$ cat config.mk
export PLATFORM = sky130hd
export DESIGN_NAME = spi_tx_dbuf
export DESIGN_NICKNAME = d
export VERILOG_FILES = /design/src/rtl/spi_tx_pkg.sv /design/src/rtl/spi_tx_clkdiv.sv /design/src/rtl/spi_tx_shift.sv /design/src/rtl/spi_tx_hold.sv /design/src/rtl/spi_tx_dbuf.sv
export SDC_FILE = /design/constraint.sdc
export NUM_CORES = 1
export LEC_CHECK = 0
export ABC_AREA = 1
export BUFFER_PORTS_ARGS = -buffer_cell sky130_fd_sc_hd__buf_2
export CORE_ASPECT_RATIO = 0.75
export CORE_MARGIN = 2
export CORE_UTILIZATION = 56
export CTS_BUF_LIST = sky130_fd_sc_hd__clkbuf_16
export CTS_CLUSTER_DIAMETER = 40
export DETAILED_ROUTE_END_ITERATION = 8
export HOLD_SLACK_MARGIN = 0.1
export PLACE_DENSITY_LB_ADDON = 0.12
export SLEW_MARGIN = 20
export SYNTH_ARGS = -nofsm -noshare
export SYNTH_HDL_FRONTEND = slang
export SYNTH_HIERARCHICAL = 1
export SYNTH_SLANG_ARGS = --single-unit
$ cat constraint.sdc
create_clock -name clk -period 3.05 [get_ports clk]
set_input_delay 0.915 -clock clk [delete_from_list [all_inputs] [get_ports clk]]
set_output_delay 0.915 -clock clk [all_outputs]
set_load 0.005 [all_outputs]
$ cat src/rtl/spi_tx_pkg.sv
package spi_tx_pkg;
  localparam int CMD_W    = 32;
  localparam int PAY_W    = 16;
  localparam int SEL_LSB  = 16;
  localparam int HOLD_BIT = 28;
endpackage

$ cat src/rtl/spi_tx_clkdiv.sv
module spi_tx_clkdiv #(
  parameter int DIV_W = 8
) (
  input  logic             clk,
  input  logic             rst_n,
  input  logic             run,
  input  logic [DIV_W-1:0] div,
  output logic             tick
);
  logic [DIV_W-1:0] cnt_q, cnt_d;

  assign tick = run && (cnt_q == div);

  always_comb begin
    cnt_d = cnt_q;
    if (!run || tick) cnt_d = '0;
    else              cnt_d = cnt_q + 1'b1;
  end

  always_ff @(posedge clk or negedge rst_n) begin
    if (!rst_n) cnt_q <= '0;
    else        cnt_q <= cnt_d;
  end
endmodule

$ cat src/rtl/spi_tx_shift.sv
module spi_tx_shift #(
  parameter int PAY_W = 16
) (
  input  logic             clk,
  input  logic             rst_n,
  input  logic             load,
  input  logic [PAY_W-1:0] load_data,
  input  logic             tick,
  output logic             busy,
  output logic             done,
  output logic             sclk,
  output logic             mosi
);
  localparam int CNT_W = (PAY_W > 1) ? $clog2(PAY_W) : 1;
  localparam logic [CNT_W-1:0] LAST = CNT_W'(PAY_W - 1);

  logic [PAY_W-1:0] sreg_q, sreg_d;
  logic [CNT_W-1:0] bcnt_q, bcnt_d;
  logic             sclk_q, sclk_d;
  logic             busy_q, busy_d;

  assign done = busy_q && tick && sclk_q && (bcnt_q == LAST);
  assign busy = busy_q;
  assign sclk = sclk_q;
  assign mosi = sreg_q[PAY_W-1];

  always_comb begin
    sreg_d = sreg_q;
    bcnt_d = bcnt_q;
    sclk_d = sclk_q;
    busy_d = busy_q;
    if (load) begin
      sreg_d = load_data;
      bcnt_d = '0;
      sclk_d = 1'b0;
      busy_d = 1'b1;
    end else if (busy_q && tick) begin
      if (!sclk_q) begin
        sclk_d = 1'b1;
      end else begin
        sclk_d = 1'b0;
        sreg_d = {sreg_q[PAY_W-2:0], 1'b0};
        bcnt_d = bcnt_q + 1'b1;
        if (bcnt_q == LAST) busy_d = 1'b0;
      end
    end
  end

  always_ff @(posedge clk or negedge rst_n) begin
    if (!rst_n) begin
      sreg_q <= '0;
      bcnt_q <= '0;
      sclk_q <= 1'b0;
      busy_q <= 1'b0;
    end else begin
      sreg_q <= sreg_d;
      bcnt_q <= bcnt_d;
      sclk_q <= sclk_d;
      busy_q <= busy_d;
    end
  end
endmodule

$ cat src/rtl/spi_tx_hold.sv
module spi_tx_hold #(
  parameter int W = 19
) (
  input  logic         clk,
  input  logic         rst_n,
  input  logic         wr,
  input  logic [W-1:0] wr_word,
  input  logic         take,
  output logic         full,
  output logic [W-1:0] word,
  output logic         ovr_evt
);
  logic         full_q, full_d;
  logic [W-1:0] word_q, word_d;

  assign full    = full_q;
  assign word    = word_q;
  assign ovr_evt = wr && full_q && !take;

  always_comb begin
    full_d = full_q;
    word_d = word_q;
    if (wr) begin
      full_d = 1'b1;
      word_d = wr_word;
    end else if (take) begin
      full_d = 1'b0;
    end
  end

  always_ff @(posedge clk or negedge rst_n) begin
    if (!rst_n) begin
      full_q <= 1'b0;
      word_q <= '0;
    end else begin
      full_q <= full_d;
      word_q <= word_d;
    end
  end
endmodule

$ cat src/rtl/spi_tx_dbuf.sv
module spi_tx_dbuf
  import spi_tx_pkg::*;
#(
  parameter int DIV_W = 8,
  parameter int CS_W  = 2,
  localparam int CS_NUM = 1 << CS_W
) (
  input  logic              clk,
  input  logic              rst_n,
  input  logic              tx_en,
  input  logic [DIV_W-1:0]  div_cfg,
  input  logic              wr_en,
  input  logic [CMD_W-1:0]  wr_data,
  input  logic              ovr_clr,
  output logic              sclk,
  output logic              mosi,
  output logic [CS_NUM-1:0] cs_n,
  output logic              dma_req,
  output logic              ovr_flag
);
  localparam int ENT_W = PAY_W + CS_W + 1;

  logic [ENT_W-1:0] wr_ent, hb_word, sh_ent;
  logic             hb_full, hb_wr, ovr_evt;
  logic             sh_busy, sh_done, sh_load, tick;
  logic             load_direct, handoff, en_rise;
  logic             tx_en_q, req_q, req_d, ovr_q, ovr_d;
  logic [CS_W-1:0]  sel_q, sel_d;
  logic             hold_q, hold_d, keep_q, keep_d;
  logic             unused_ctrl;

  assign wr_ent = {wr_data[HOLD_BIT], wr_data[SEL_LSB +: CS_W], wr_data[PAY_W-1:0]};
  assign unused_ctrl = ^{wr_data[CMD_W-1:HOLD_BIT+1], wr_data[HOLD_BIT-1:SEL_LSB+CS_W]};

  assign load_direct = wr_en && tx_en && !sh_busy && !hb_full;
  assign handoff     = tx_en && hb_full && (!sh_busy || sh_done);
  assign en_rise     = tx_en && !tx_en_q && !sh_busy && !hb_full;
  assign sh_load     = load_direct || handoff;
  assign hb_wr       = wr_en && !load_direct;
  assign sh_ent      = load_direct ? wr_ent : hb_word;

  spi_tx_hold #(.W(ENT_W)) hold_i (
    .clk(clk), .rst_n(rst_n), .wr(hb_wr), .wr_word(wr_ent), .take(handoff),
    .full(hb_full), .word(hb_word), .ovr_evt(ovr_evt)
  );

  spi_tx_clkdiv #(.DIV_W(DIV_W)) div_i (
    .clk(clk), .rst_n(rst_n), .run(sh_busy), .div(div_cfg), .tick(tick)
  );

  spi_tx_shift #(.PAY_W(PAY_W)) shift_i (
    .clk(clk), .rst_n(rst_n), .load(sh_load), .load_data(sh_ent[PAY_W-1:0]),
    .tick(tick), .busy(sh_busy), .done(sh_done), .sclk(sclk), .mosi(mosi)
  );

  always_comb begin
    req_d  = handoff || load_direct || en_rise;
    ovr_d  = ovr_evt ? 1'b1 : (ovr_clr ? 1'b0 : ovr_q);
    sel_d  = sel_q;
    hold_d = hold_q;
    keep_d = keep_q;
    if (sh_load) begin
      sel_d  = sh_ent[PAY_W +: CS_W];
      hold_d = sh_ent[ENT_W-1];
      keep_d = 1'b0;
    end else if (sh_done) begin
      keep_d = hold_q;
    end
  end

  always_ff @(posedge clk or negedge rst_n) begin
    if (!rst_n) begin
      tx_en_q <= 1'b0;
      req_q   <= 1'b0;
      ovr_q   <= 1'b0;
      sel_q   <= '0;
      hold_q  <= 1'b0;
      keep_q  <= 1'b0;
    end else begin
      tx_en_q <= tx_en;
      req_q   <= req_d;
      ovr_q   <= ovr_d;
      sel_q   <= sel_d;
      hold_q  <= hold_d;
      keep_q  <= keep_d;
    end
  end

  for (genvar i = 0; i < CS_NUM; i++) begin : g_cs
    assign cs_n[i] = !((sh_busy || keep_q) && (sel_q == CS_W'(i)));
  end

  assign dma_req  = req_q;
  assign ovr_flag = ovr_q;
endmodule

==> impl_metrics.py <==
metrics = {
    "place": {
        "place_congestion": 0.761,
        "dpl_cell_area_um2": 3250,
        "port_buffers": 39,
        "hpwl_um": 4000,
    },
    "yosys": {
        "yosysUniqueCellTypes": 24,
        "synth-seq-cells": 57,
        "synth-seq-area-share_pct": 47.6,
        "synth.avg_cell_area_um2": 7.57,
        "synth_top_cell_area_share_pct": 47.6,
        "synthesis.nets": 443,
        "synthTopCellsByArea": "dfrtp_1 48%, nand2_1 20%, nand3_1 5.3%",
        "synth_area_um2": 3000,
        "yosys_warnings": 6,
        "synth_top_area_cell": "dfrtp_1",
        "syn_inst": 396,
    },
    "clock_network": {
        "cts_setup_buffers": 0,
        "cts.clk_slew.worst_paths_ns": 0.05,
        "ctsLongestPathBuffers": 2,
        "cts_tree": "built",
        "cts.sinks": 57,
        "root_buffer": "clkbuf_16",
        "cts_buffers": 9,
        "clk_latency_ns": 0.32,
        "cts_max_level": 3,
        "postCtsResizedCells": 0,
        "ctsHoldBuffers": 0,
    },
    "drt": {
        "viasPerCell": 4.85,
        "detailedRoute.firstPassIterationCount": 4,
        "final_antenna_net_count": 0,
        "routed_wl_um": 6170,
        "avgRoutedWirePerCell_um": 11.9,
        "vias": 2508,
        "drc": 0,
        "detail_route.iter0.violations": 148,
    },
    "sta": {
        "maxSlewViolCount": 0,
        "period_share_pct": 86.3,
        "finalHoldViolations": 0,
        "finalClockSkew_ns": 0.00480,
        "rsz0062_at_grt": "false",
        "finalSetupTns_ns": 0,
        "relSlewSlack_pct": 73.3,
        "fmax_mhz": 380,
        "tightest_slew_ns": 0.401,
        "setup_violations": 0,
        "period_minus_slack_ns": 2.63,
    },
    "run_status": {
        "status": "completed",
    },
    "finish": {
        "syn2layout_area_growth_pct": 16.7,
        "fill_cells": 471,
        "antenna_cells": 0,
        "drive_above_1_share_pct": 16.3,
        "final_nets": 486,
        "final_area_um2": 3500,
    },
    "floorplanning": {
        "dieArea_um2": 5960,
        "initial_core_util_pct": 57.2,
        "die_x_um": 88.5,
        "design.core.area_um2": 5240,
        "dieHeight_um": 67.4,
        "io_pins": 53,
        "std_cell_rows": 23,
    },
    "power_and_ir_drop": {
        "p_leak_nw": 1.88,
        "powerDensity_nw_per_um2": 711,
        "ir_drop_mv": 0.407,
    },
    "critical_path": {
        "crit_path_end_kind": "register",
        "crit_path_max_fanout": 24,
        "cp_data_arrival_time_ns": 2.88,
        "required_ns": 3.29,
        "setup.worst_path.start_class": "input port",
        "critPathKind": "input port to register",
    },
    "grt": {
        "grt_max_degree": 58,
        "antenna_found_initial": 0,
        "globalRoute.totalOverflow": 0,
        "track_usage_pct": 23.0,
        "grt_pass1_wl_um": 10300,
        "grt_pass1_vias": 2315,
    },
    "job": {
        "max-cap-violations": 0,
    },
    "worst_hold_path": {
        "hold_class": "register to register",
    },
}
-- metrics by stage --
stage	utilization, %	hold slack, ns	cells	setup slack (ns)	power (mW)
after floorplan	-	0.405	396	0.410	1.48
after global placement	62.1	0.418	503	0.138	1.64
after detailed placement	62.1	0.420	503	0.0884	1.67
after CTS	66.8	0.426	517	0.430	2.51
after global routing	66.8	0.443	517	0.176	2.66
final	66.8	0.421	517	0.417	2.49
-- cell usage after synthesis, drive strengths merged --
master and instances:
xnor2 5, buf 16, nor3 2, o21ai 32, nand3b 3, dfrtp 57
a21oi 7, or2 1, o21bai 2, nand2 165, xor2 4, nand3 33
nor2 23, ha 2, inv 44
-- power by group --
group	switching [mW]	leakage [nW]	internal (mW)
combinational	0.346	1.03	0.251
clock	0.308	0.130	0.522
sequential	0.111	0.720	0.950
-- state kept, by name, indices dropped and copies added, names as in the netlist --
name	cells
tx_en_q	1
shift_i/sreg_q	16
hold_q	1
div_i/cnt_q	8
dma_req	1
shift_i/bcnt_q	4
keep_q	1
ovr_flag	1
hold_i/word	19
shift_i/sclk	1
shift_i/busy	1
hold_i/full	1
sel_q	2
-- layout make-up --
class                   instances  area [um2]  share of cell area (%)
well taps                      75        93.8                    2.68
clock buffers                   9         225                    6.44
inverters                      44         165                    4.72
repair buffers                 48         288                    8.23
multi-input cells             279        1280                    36.6
flip-flops and latches         57        1430                    40.8
clock inverters                 5        18.8                   0.536
-- layout by cell type (no fill, tap or decap), drive strengths merged, types with 3 or more instances in the layout --
cell type / instances
clkbuf: 9
buf: 48
inv: 47
a21oi: 7
xor2: 4
dfrtp: 57
o21ai: 32
nor2: 23
xnor2: 5
nand3: 33
nand2: 165
nand3b: 3
-- final timing paths --
| kind | startpoint | end | slack (ns) | cells after the start |
|---|---|---|---|---|
| max | div_cfg[5] | shift_i/sreg_q[3] | 0.42 | 19 |
| min | tx_en_q | dma_req | 0.42 | 1 |
| max reg2reg | div_i/cnt_q[5] | shift_i/sreg_q[3] | 0.63 | 18 |
| min reg2reg | tx_en_q | dma_req | 0.42 | 1 |
| max in group asynchronous | rst_n | hold_i/word[8] | 2.20 | 2 |
| min in group asynchronous | rst_n | shift_i/bcnt_q[2] | 0.59 | 2 |
-- critical path, cell delays in order --
cell and delay (ns):
buf_2 0.11, inv_1 0.05, nand2_1 0.05, nand2_1 0.06, nand2_1 0.05, nor2_1 0.14
nand2_2 0.10, nor2_1 0.16, nand3_2 0.10, nor2_1 0.16, inv_1 0.07, nand2_1 0.06
nand2_1 0.15, nand2_2 0.13, buf_4 0.25, nand2_1 0.10, o21ai_0 0.08, nand2_1 0.06
o21ai_1 0.07
-- layer usage --
| metal | vias up | routed length (um) | GRT usage (%) |
|---|---|---|---|
| met5 | - | 0 | 0 |
| met4 | 0 | 71 | 8.33 |
| met3 | 6 | 290 | 6.85 |
| met2 | 59 | 2770 | 36.3 |
| met1 | 1141 | 3040 | 30.3 |
| li1 | 1302 | - | - |
-- cell families after synthesis --
logic type / Yosys count / share of synthesized area (%)
simple gates: 227 / 32.3
xor+xnor: 9 / 2.63
fa+ha+maj: 2 / 0.835
flops: 57 / 47.6
buf+inv: 60 / 9.65
compound gates: 41 / 7.01
Note: power is estimated with default switching activity, not from simulation.
